==> src/rtl/rs485_de_pkg.sv <==
package rs485_de_pkg;
  typedef enum logic [1:0] {
    ST_IDLE  = 2'd0,
    ST_LEAD  = 2'd1,
    ST_SEND  = 2'd2,
    ST_TRAIL = 2'd3
  } de_state_e;
endpackage

==> src/rtl/rs485_de_cfg.sv <==
module rs485_de_cfg #(
  parameter int DLY_W = 5
) (
  input  logic             clk,
  input  logic             rst,
  input  logic             en_i,
  input  logic             we_i,
  input  logic [DLY_W-1:0] lead_i,
  input  logic [DLY_W-1:0] trail_i,
  input  logic             ovs8_i,
  output logic [DLY_W-1:0] lead_o,
  output logic [DLY_W-1:0] trail_o,
  output logic             ovs8_o
);
  logic [DLY_W-1:0] lead_q, trail_q;
  logic             ovs8_q;

  always_ff @(posedge clk) begin
    if (rst) begin
      lead_q  <= '0;
      trail_q <= '0;
      ovs8_q  <= 1'b0;
    end else if (we_i && !en_i) begin
      lead_q  <= lead_i;
      trail_q <= trail_i;
      ovs8_q  <= ovs8_i;
    end
  end

  assign lead_o  = lead_q;
  assign trail_o = trail_q;
  assign ovs8_o  = ovs8_q;

  // fields frozen while enabled
  p_cfg_frozen_r10: assert property (@(posedge clk) disable iff (rst)
    en_i |=> ($stable(lead_q) && $stable(trail_q) && $stable(ovs8_q)));
endmodule

==> src/rtl/rs485_de_guard_cnt.sv <==
module rs485_de_guard_cnt #(
  parameter int DLY_W = 5
) (
  input  logic             clk,
  input  logic             rst,
  input  logic             clr_i,
  input  logic             adv_i,
  input  logic [DLY_W-1:0] limit_i,
  output logic             hit_o
);
  localparam int CW = DLY_W + 1;

  logic [DLY_W-1:0] cnt_q;
  logic [CW-1:0]    cnt_nx;

  assign cnt_nx = {1'b0, cnt_q} + CW'(1);
  assign hit_o  = adv_i && (cnt_nx == {1'b0, limit_i});

  always_ff @(posedge clk) begin
    if (rst || clr_i) cnt_q <= '0;
    else if (adv_i)   cnt_q <= cnt_nx[DLY_W-1:0];
  end

  // no tick, no progress
  p_hold_no_tick_r6: assert property (@(posedge clk) disable iff (rst)
    (!clr_i && !adv_i) |=> $stable(cnt_q));
endmodule

==> src/rtl/rs485_de_fsm.sv <==
module rs485_de_fsm
  import rs485_de_pkg::*;
(
  input  logic      clk,
  input  logic      rst,
  input  logic      en_i,
  input  logic      pend_i,
  input  logic      done_i,
  input  logic      lead_zero_i,
  input  logic      trail_zero_i,
  input  logic      hit_i,
  output de_state_e state_o,
  output logic      de_o,
  output logic      go_o
);
  de_state_e st_q;
  logic      de_q, go_q;

  always_ff @(posedge clk) begin
    if (rst || !en_i) begin
      st_q <= ST_IDLE;
      de_q <= 1'b0;
      go_q <= 1'b0;
    end else begin
      case (st_q)
        ST_IDLE: if (pend_i) begin
          de_q <= 1'b1;
          if (lead_zero_i) begin
            st_q <= ST_SEND;
            go_q <= 1'b1;
          end else begin
            st_q <= ST_LEAD;
          end
        end
        ST_LEAD: if (hit_i) begin
          st_q <= ST_SEND;
          go_q <= 1'b1;
        end
        ST_SEND: if (done_i && !pend_i) begin
          go_q <= 1'b0;
          if (trail_zero_i) begin
            st_q <= ST_IDLE;
            de_q <= 1'b0;
          end else begin
            st_q <= ST_TRAIL;
          end
        end
        ST_TRAIL: begin
          if (pend_i) begin
            st_q <= ST_SEND;
            go_q <= 1'b1;
          end else if (hit_i) begin
            st_q <= ST_IDLE;
            de_q <= 1'b0;
          end
        end
        default: st_q <= ST_IDLE;
      endcase
    end
  end

  assign state_o = st_q;
  assign de_o    = de_q;
  assign go_o    = go_q;

  // transmitter never released without the driver on
  p_go_needs_de_r2: assert property (@(posedge clk) disable iff (rst)
    go_q |-> de_q);

  // enable low clears both outputs next clock
  p_enable_off_r9: assert property (@(posedge clk) disable iff (rst)
    !en_i |=> (!de_q && !go_q));

  // pending in trail returns to sending with driver held
  p_trail_retrig_r7: assert property (@(posedge clk) disable iff (rst)
    (en_i && st_q == ST_TRAIL && pend_i) |=> (de_q && go_q));

  // zero trail drops the driver right after completion
  p_trail_zero_r5: assert property (@(posedge clk) disable iff (rst)
    (en_i && st_q == ST_SEND && done_i && !pend_i && trail_zero_i) |=> !de_q);

  // completion with a frame pending keeps sending
  p_back_to_back_r8: assert property (@(posedge clk) disable iff (rst)
    (en_i && st_q == ST_SEND && done_i && pend_i) |=> (de_q && go_q));
endmodule

==> src/rtl/rs485_de_ctrl.sv <==
module rs485_de_ctrl
  import rs485_de_pkg::*;
#(
  parameter int DLY_W = 5
) (
  input  logic             clk,
  input  logic             rst,
  input  logic             tick_i,
  input  logic             enable_i,
  input  logic             cfg_we_i,
  input  logic [DLY_W-1:0] cfg_lead_i,
  input  logic [DLY_W-1:0] cfg_trail_i,
  input  logic             cfg_ovs8_i,
  input  logic             tx_pend_i,
  input  logic             tx_done_i,
  output logic             de_o,
  output logic             go_o,
  output logic             ovs8_o
);
  logic [DLY_W-1:0] lead_w, trail_w, limit_w;
  logic             hit_w, clr_w, adv_w;
  de_state_e        state_w;

  rs485_de_cfg #(.DLY_W(DLY_W)) cfg_i (
    .clk     (clk),
    .rst     (rst),
    .en_i    (enable_i),
    .we_i    (cfg_we_i),
    .lead_i  (cfg_lead_i),
    .trail_i (cfg_trail_i),
    .ovs8_i  (cfg_ovs8_i),
    .lead_o  (lead_w),
    .trail_o (trail_w),
    .ovs8_o  (ovs8_o)
  );

  // one counter serves both guard intervals; it is cleared outside them
  assign clr_w   = !enable_i || !(state_w == ST_LEAD || state_w == ST_TRAIL);
  assign adv_w   = tick_i && !clr_w;
  assign limit_w = (state_w == ST_LEAD) ? lead_w : trail_w;

  rs485_de_guard_cnt #(.DLY_W(DLY_W)) cnt_i (
    .clk     (clk),
    .rst     (rst),
    .clr_i   (clr_w),
    .adv_i   (adv_w),
    .limit_i (limit_w),
    .hit_o   (hit_w)
  );

  rs485_de_fsm fsm_i (
    .clk          (clk),
    .rst          (rst),
    .en_i         (enable_i),
    .pend_i       (tx_pend_i),
    .done_i       (tx_done_i),
    .lead_zero_i  (lead_w == '0),
    .trail_zero_i (trail_w == '0),
    .hit_i        (hit_w),
    .state_o      (state_w),
    .de_o         (de_o),
    .go_o         (go_o)
  );

  // without a tick the lead interval cannot end
  p_lead_needs_tick_r6: assert property (@(posedge clk) disable iff (rst)
    (enable_i && state_w == ST_LEAD && !tick_i) |=> !go_o);
endmodule

==> config.mk <==
export PLATFORM = sky130hd
export DESIGN_NAME = rs485_de_ctrl
export DESIGN_NICKNAME = d
export VERILOG_FILES = /design/src/rtl/rs485_de_pkg.sv /design/src/rtl/rs485_de_cfg.sv /design/src/rtl/rs485_de_guard_cnt.sv /design/src/rtl/rs485_de_fsm.sv /design/src/rtl/rs485_de_ctrl.sv
export SDC_FILE = /design/constraint.sdc
export NUM_CORES = 1
export LEC_CHECK = 0
export ABC_AREA = 1
export CAP_MARGIN = 30
export CORE_UTILIZATION = 40
export DETAILED_ROUTE_END_ITERATION = 10
export PLACE_DENSITY_LB_ADDON = 0.1
export SETUP_SLACK_MARGIN = 0.05
export SLEW_MARGIN = 25
export SYNTH_ARGS = -nofsm -noshare
export SYNTH_HDL_FRONTEND = slang
export SYNTH_SLANG_ARGS = --single-unit
==> constraint.sdc <==
create_clock -name clk -period 3.33 [get_ports clk]
set_input_delay 0.666 -clock clk [delete_from_list [all_inputs] [get_ports clk]]
set_output_delay 0.666 -clock clk [all_outputs]
set_load 0.01 [all_outputs]
# Word level (Yosys, flattened, before mapping)

Index checks and enable logic that the tools add are counted.

Add/sub/neg operators: 1
Equality and inequality tests: 13
Mux-type cells: 20
Reductions and logical operators: 19

Operator list:

| operator                                                               | count |
|---|---|
| 2-bit two-way mux                                                      | 7 |
| 5-bit logical NOT                                                      | 2 |
| 2-bit by 1-bit != test with 1-bit output (second input constant)       | 5 |
| 1-bit two-way mux                                                      | 9 |
| 2-bit one-hot mux with 4 select lines                                  | 1 |
| 5-bit by 1-bit adder with 6-bit output (second input constant)         | 1 |
| 6-bit by 5-bit equality test with 1-bit output                         | 1 |
| 2-bit != test (second input constant)                                  | 3 |
| 6-bit AND reduction                                                    | 1 |
| 5-bit two-way mux                                                      | 1 |
| 5-bit AND reduction                                                    | 1 |
| 2-bit equality test (second input constant)                            | 2 |
| 1-bit logical AND                                                      | 4 |
| 1-bit logical NOT                                                      | 4 |
| 1-bit logical OR                                                       | 4 |
| 1-bit one-hot mux with 4 select lines                                  | 1 |
| 4-bit AND reduction                                                    | 1 |
| 3-bit by 2-bit != test with 1-bit output (second input constant)       | 1 |
| 1-bit one-hot mux with 3 select lines                                  | 1 |
| 3-bit nonzero test                                                     | 1 |
| 2-bit by 1-bit equality test with 1-bit output (second input constant) | 1 |
| 2-bit logical NOT                                                      | 1 |

Register bits after elaboration: 20

# Logic depth before layout (Yosys ltp)

Gate-level depths: netlist of run 1.

Depth in word-level cells: 10
Mapped depth: 15

# Cells and area by module

From an unflattened synthesis of run 1, not the netlist that was laid out.

Cell total of the unflattened synthesis: 223
Area total of the unflattened synthesis: 1,348.8 um^2

Modules (own cells, without submodules):

| module             | times used | cells each | area each (um^2) | seq. area each (um^2) |
|---|---|---|---|---|
| rs485_de_cfg       | 1          | 74         | 491.7            | 220.2 |
| rs485_de_guard_cnt | 1          | 61         | 395.4            | 100.1 |
| rs485_de_fsm       | 1          | 54         | 325.3            | 80.1 |
| rs485_de_ctrl      | 1          | 34         | 136.4            | 0.0 |

# Least setup slack after synthesis of run 1

OpenSTA, ideal clock, no wires.

Path kind: flip-flop to flip-flop
From: reg cnt_i.cnt_q[0]
To: reg fsm_i.st_q[0] (netlist: fsm_i.state_o[0])
Setup time: 112 ps
Arrival: 1,388 ps
Required time: 3,218 ps
Setup slack: 1,830 ps
Cell stages (with the launch flop): 13
Path buffers: 0
Path through: dfxtp_1 > ha_1 > nand3_1 > nand2_1 > nand2_1 > nand2_1 > nand2_1 > nor2_1 > nand2_2 > nand2_4 > nand3_1 > nor2_1 > nor2_1

Cells in the longest elaborated chain, start to end: 5

RTL lines:

| element                                                                                                               | RTL line                 | RTL |
|---|---|---|
| start, declared                                                                                                       | rs485_de_guard_cnt.sv:13 | `logic [DLY_W-1:0] cnt_q;` |
| start signal, assigned                                                                                                | rs485_de_guard_cnt.sv:21 | `else if (adv_i) cnt_q <= cnt_nx[DLY_W-1:0];` |
| 5-bit by 1-bit adder with 6-bit output *                                                                              | rs485_de_guard_cnt.sv:16 | `assign cnt_nx = {1'b0, cnt_q} + CW'(1);` |
| 6-bit by 5-bit equality test with 1-bit output *                                                                      | rs485_de_guard_cnt.sv:17 | `assign hit_o = adv_i && (cnt_nx == {1'b0, limit_i});` |
| 1-bit logical AND *                                                                                                   | rs485_de_guard_cnt.sv:17 |  |
| 3-bit by 2-bit != test with 1-bit output (no line) / 2-bit by 1-bit != test with 1-bit output (equally long branches) | n/a                      |  |
| 4-bit AND reduction (no line) *                                                                                       | n/a                      |  |
| end signal, assigned                                                                                                  | rs485_de_fsm.sv:21       | `st_q <= ST_IDLE;` |
| end signal, assigned                                                                                                  | rs485_de_fsm.sv:29       | `st_q <= ST_SEND;` |
| end signal, assigned                                                                                                  | rs485_de_fsm.sv:32       | `st_q <= ST_LEAD;` |
| end, declared                                                                                                         | rs485_de_fsm.sv:16       | `de_state_e st_q;` |

Every way passes the cells marked *; elsewhere a longest branch is shown, timed or not.
A chain may end at the register's enable or synchronous reset.

# Final worst setup path of run 1

From: in enable_i
To: reg fsm_i.st_q[1] (netlist: fsm_i.state_o[1])

Cells in the longest elaborated chain, start to end: 7

RTL lines:

| element                                                                                                               | RTL line                                | RTL |
|---|---|---|
| start, declared                                                                                                       | rs485_de_ctrl.sv:9                      | `input logic enable_i,` |
| 1-bit logical NOT *                                                                                                   | rs485_de_fsm.sv:20, rs485_de_ctrl.sv:38 |  |
| 1-bit logical OR                                                                                                      | rs485_de_ctrl.sv:38                     | `assign clr_w = !enable_i \|\| !(state_w == ST_LEAD \|\| state_w == ST_TRAIL);` |
| 1-bit logical NOT                                                                                                     | rs485_de_ctrl.sv:39                     | `assign adv_w = tick_i && !clr_w;` |
| 1-bit logical AND                                                                                                     | rs485_de_ctrl.sv:39                     |  |
| 1-bit logical AND                                                                                                     | rs485_de_guard_cnt.sv:17                |  |
| 3-bit by 2-bit != test with 1-bit output (no line) / 2-bit by 1-bit != test with 1-bit output (equally long branches) | n/a                                     |  |
| 4-bit AND reduction (no line)                                                                                         | n/a                                     |  |

Marks and branches as above.

==> results of run 1 <==
area by class of cell:
type | count | area (sq um) | area share
clock buffer | 4 | 36.3 | 0.0249
inverter | 33 | 124 | 0.0851
multi-input combinational | 137 | 657 | 0.451
sequential | 20 | 400 | 0.275
tap | 31 | 38.8 | 0.0266
timing repair buffer | 20 | 200 | 0.137
per-layer routing:
metal  vias to the layer above  global-route usage  wire [um]
li1                        656                   -          -
met1                       514               0.234       1240
met2                        33               0.281       1150
met3                         4              0.0295        126
met4                         0              0.0418         17
met5                         -                   0          0
sequential cells by signal, summed over array words and instances, names as in the netlist:
register and flops:
cfg_i.lead_o 5, cfg_i.trail_o 5, cnt_i.cnt_q 5, fsm_i.state_o 2, cfg_i.ovs8_o 1, fsm_i.de_o 1, fsm_i.go_o 1
tightest hold or removal path: cells and delay by family (launching register included):
family,cells,cell delay [ns]
flip-flops,1,0.33
AO/OA/AOI/OAI,1,0.05
AND/OR/NAND/NOR,1,0.06
placed cells by master, fill, tap and decap left out, types with 2 or more instances in the layout:
cell type / count
o21ai_0: 18
nor2_1: 27
o211ai_1: 2
nand3_1: 10
nor3_1: 2
nand3_2: 3
nand4_1: 6
inv_1: 30
nand2_2: 6
a21oi_1: 14
nand2_1: 43
clkbuf_4: 3
dfxtp_1: 20
clkdlybuf4s50_1: 20
inv_2: 2
logic make-up after synthesis:
| kind of cell | count (synthesis) | share of synthesized area |
|---|---|---|
| simple gates | 100 | 0.376 |
| buf+inv | 39 | 0.131 |
| flops | 20 | 0.329 |
| compound gates | 36 | 0.154 |
| fa+ha+maj | 1 | 0.0103 |
report_power, final:
group / switching, W / internal, W / leakage, nW / total (W)
sequential: 0.00000984 / 0.000251 / 0.164 / 0.000261
clock: 0.0000758 / 0.0000666 / 0.0210 / 0.000142
combinational: 0.0000628 / 0.0000528 / 0.455 / 0.000116
path summary, 6_finish.rpt:
path	start	to	slack, ns
worst max-delay path	enable_i	fsm_i.state_o[1]$_SDFFE_PP0P_	1.27
worst min-delay path	fsm_i.de_o$_SDFFE_PP0P_	fsm_i.de_o$_SDFFE_PP0P_	0.46
worst max register to register	fsm_i.state_o[0]$_SDFFE_PP0P_	fsm_i.state_o[1]$_SDFFE_PP0P_	1.48
worst min register to register	fsm_i.de_o$_SDFFE_PP0P_	fsm_i.de_o$_SDFFE_PP0P_	0.46
stage by stage:
step	setup WS, ns	instances	hold WS (ns)
5_1_grt	1.10	245	0.500
4_1_cts	1.28	245	0.469
3_3_place_gp	0.996	241	0.448
2_1_floorplan	1.83	196	0.450
3_5_place_dp	0.944	241	0.450
6_report	1.27	245	0.462
==> flow_summary.json, run 1 <==
{
  "cp.arrival_ns": 2.27,
  "worst_setup_path_end_kind": "flip-flop",
  "overflow": 0,
  "start_util": 0.430,
  "yosysMostFrequentCell": "nand2_1",
  "crit_type": "in -> reg",
  "routed_wl_mm": 2.53,
  "cts_made_buffers": 3,
  "hpwl_mm": 2.04,
  "netlist_instances": 196,
  "die_height_um": 57.1,
  "violations": "DRC",
  "fin_crit_ns": 2.06,
  "final_area_sq_um": 1460,
  "skew_ns": 0.00397,
  "placed_cell_area_sq_um": 1420,
  "yosysWarnings": 0,
  "syn_to_final_growth_pct": 19.8,
  "cellLeakagePower_nw": 0.640,
  "hold_viol": 0,
  "finalSetupViolCount": 0,
  "dr.pass1.iters": 7,
  "antenna_left": 0,
  "slowest_stage": "clkdlybuf4s50_1",
  "synth_edf_count": 0,
  "yosys.area.top_type": "dfxtp_1",
  "worst_setup_path_start_kind": "input pin",
  "grt_start_max_net_pins": 20,
  "crit_fanout": 11,
  "hold_buffers": 0,
  "fmax_mhz": 486,
  "dieWidth_um": 57.1,
  "synthTopCellsByArea": "dfxtp_1 (33%), nand2_1 (13%), inv_1 (9.3%)",
  "pin_count": 21,
  "yosys.area.top_type_share": 0.329,
  "worst_slew_pin_slew_ns": 0.481,
  "post-cts-setup-buffers": 0,
  "hold_path.class": "reg -> reg",
  "yosysSeqAreaShare": 0.329,
  "routed_via_density": 4.93,
  "grt_first_pass_wirelength_mm": 4.44,
  "max_stage_delay_ns": 0.51,
  "num_vias": 1207,
  "critical_path.top_delay_family": "simple AND/OR/NAND/NOR gates",
  "clkSinkCount": 20,
  "drv_slew": 0,
  "fillers": 297,
  "root_buffer": "clkbuf_4",
  "core_sq_um": 2830,
  "cp_num_buf_inv": 1,
  "rsz0062_at_grt": "false",
  "period_share": 0.618,
  "cp.depth": 10,
  "antennaDiodeCount": 0,
  "yosys_register_bits": 20,
  "syn_area_per_cell_sq_um": 6.20,
  "synth.top_cells.by_count": "nand2_1 (43), inv_1 (30), nor2_1 (27)",
  "die-area_sq_um": 3260,
  "drive_gt1_frac": 0.0841,
  "power.density_nw_per_um2": 356,
  "ys.flop_type": "dfxtp_1",
  "path_clk_slew_ns": 0.12,
  "drc": 2,
  "cp.required_ns": 3.54,
  "holdPathStages": 2,
  "wl_per_cell_um": 10.3,
  "vdd_drop_max_v": 0.000207,
  "ctsLongestPathBuffers": 2,
  "routabilityCongestion": 0.818,
  "final_util": 0.515,
  "grt_pass1_vias": 1055,
  "drtIter0Drc": 65,
  "r2r_cells": 9,
  "cts_resized": 0,
  "rows": 19,
  "cts_tree": "done",
  "async_flop_share": 0,
  "crit_chain": "clkdlybuf4s50_1, nand3_1, a21oi_1, nand3_1, nor2_1, nand2_2, nand2_4, nand3_1, nor2_1, nor2_1",
  "synth_area_sq_um": 1220,
  "antenna_found_initial": 0,
  "io_buffers": 20,
  "max-cap-violations": 0,
  "power_w": 0.000519,
  "synth_nets": 215,
  "htree_num_levels": 1,
  "clk_latency_ns": 0.30,
  "layout.nets": 234,
  "finalSetupTns_ns": 0,
  "status": "finished with violations",
  "slew_headroom": 0.679,
  "yosys.cell_types.count": 24,
  "grt_util_all_layers": 0.171
}
Power figures use the tool's default switching activity.
==> run 2: changes to the inputs <==
==> constraint.sdc (replaced) <==
create_clock -name clk -period 2.05 [get_ports clk]
set_input_delay 0.41 -clock clk [delete_from_list [all_inputs] [get_ports clk]]
set_output_delay 0.41 -clock clk [all_outputs]
set_load 0.01 [all_outputs]
==> flow_summary.json, run 2 (synthesized netlist as in run 1, its figures left out) <==
{
  "start_util": 0.430,
  "fin_crit_ns": 1.74,
  "path_clk_slew_ns": 0.12,
  "p_int_w": 0.000608,
  "power.density_nw_per_um2": 576,
  "grt_pass1_vias": 1059,
  "power.share.combinational": 0.229,
  "cp.arrival_ns": 1.97,
  "fmax_mhz": 574,
  "finalSetupViolCount": 0,
  "grt_start_max_net_pins": 15,
  "mostFrequentLayoutCell": "nand2_1",
  "cellLeakagePower_nw": 0.656,
  "syn_to_final_growth_pct": 22.4,
  "pin_count": 21,
  "antenna_left": 0,
  "routabilityCongestion": 0.896,
  "skew_ns": 0.00971,
  "clk_latency_ns": 0.31,
  "worst_setup_path_end_kind": "flip-flop",
  "clkSinkCount": 20,
  "root_buffer": "clkbuf_4",
  "antennaDiodeCount": 0,
  "final_cell_mix": "nand2_1 (43), inv_1 (30), nor2_1 (27)",
  "num_vias": 1207,
  "rsz0062_at_grt": "false",
  "drc": 2,
  "cp.required_ns": 2.28,
  "overflow": 0,
  "max-cap-violations": 0,
  "worst_setup_path_start_kind": "flip-flop",
  "hold_path.class": "reg -> reg",
  "drive_gt1_frac": 0.106,
  "ctsLongestPathBuffers": 2,
  "cts_tree": "done",
  "p_clk_frac": 0.278,
  "finalSetupTns_ns": 0,
  "io_buffers": 20,
  "routed_wl_mm": 2.65,
  "core_sq_um": 2830,
  "fillers": 294,
  "vdd_drop_max_v": 0.000379,
  "dp_slack_ns": 0.179,
  "layout.nets": 238,
  "status": "finished with violations",
  "grt_first_pass_wirelength_mm": 4.49,
  "drv_slew": 0,
  "antenna_found_initial": 0,
  "routed_via_density": 4.85,
  "dieWidth_um": 57.1,
  "rows": 19,
  "crit_fanout": 6,
  "violations": "DRC",
  "grt_util_all_layers": 0.179,
  "wl_per_cell_um": 10.6,
  "switchingPower_w": 0.000251,
  "hold_viol": 0,
  "period_share": 0.850,
  "die-area_sq_um": 3260,
  "power_w": 0.000858,
  "swShare": 0.292,
  "p_seq_frac": 0.492,
  "dr.pass1.iters": 7,
  "hpwl_mm": 2.15,
  "htree_num_levels": 1,
  "slew_headroom": 0.828,
  "drtIter0Drc": 59,
  "crit_type": "reg -> reg",
  "die_height_um": 57.1,
  "post-cts-setup-buffers": 0,
  "worst_slew_pin_slew_ns": 0.257,
  "layout_setup_ws_ns": 0.308,
  "cts_made_buffers": 3
}
-- run 2: changes by cell type in the layout (fill, tap and decap cells not counted) --
cell	change
ha_2	+1
ha_1	-1
buf_4	+4
-- run 2: metrics by stage --
step	utilization	hold WS (ns)	cells	instance area, sq um
after global placement	0.513	0.460	245	1450
after CTS	0.525	0.480	249	1490
after floorplan	-	0.450	196	1220
after detailed placement	0.513	0.461	245	1450
after global routing	0.526	0.498	249	1490
final	0.526	0.473	249	1490
-- run 2: power by group through the flow --
stage	Sequential [W]	Combinational [W]	Clock, W
global route	0.000426	0.000222	0.000261
detailed placement	0.000431	0.000197	0
global placement	0.000431	0.000194	0
floorplan	0.000429	0.000131	0
CTS	0.000423	0.000198	0.000245
finish	0.000422	0.000197	0.000239
-- run 2: final cells by class --
type                    count  area (sq um)  area share
repair buffers             24           230       0.155
flip-flops and latches     20           400       0.269
inverters                  33           124      0.0832
clock buffers               4          36.3      0.0244
multi-input cells         137           659       0.443
well taps                  31          38.8      0.0261
-- run 2: final timing paths --
check	startpoint	to	slack, ns	depth (start not counted)
setup / recovery	cnt_i.cnt_q[0]$_SDFFE_PP0P_	fsm_i.state_o[0]$_SDFFE_PP0P_	0.31	12
hold / removal	fsm_i.de_o$_SDFFE_PP0P_	fsm_i.de_o$_SDFFE_PP0P_	0.47	2
setup reg to reg	cnt_i.cnt_q[0]$_SDFFE_PP0P_	fsm_i.state_o[0]$_SDFFE_PP0P_	0.31	12
hold reg to reg	fsm_i.de_o$_SDFFE_PP0P_	fsm_i.de_o$_SDFFE_PP0P_	0.47	2
-- run 2: worst max-delay path: stages, from the launching register on --
cell     delay [ns]
dfxtp_1        0.45
ha_2           0.26
nand2_1        0.06
nand2_1        0.13
inv_1          0.08
nand2_1        0.07
nand3_1        0.07
nor2_1         0.12
nand2_2        0.11
nand2_4        0.08
nand3_1        0.08
nor2_1         0.10
nor2_1         0.04
-- run 2: metal layers --
metal  share of wire  up-vias  GRT usage
li1                -      662          -
met4           0.020        0     0.0836
met5               0        -          0
met3           0.052        5     0.0204
met1            0.49      511      0.235
met2            0.44       29      0.296
-- run 2: timing repair --
item                                    in CTS  in global routing
gates resized for setup                      0                  1
hold buffers                                 0                  0
endpoints found under the setup margin       0                  2
hold endpoints to repair                     0                  0
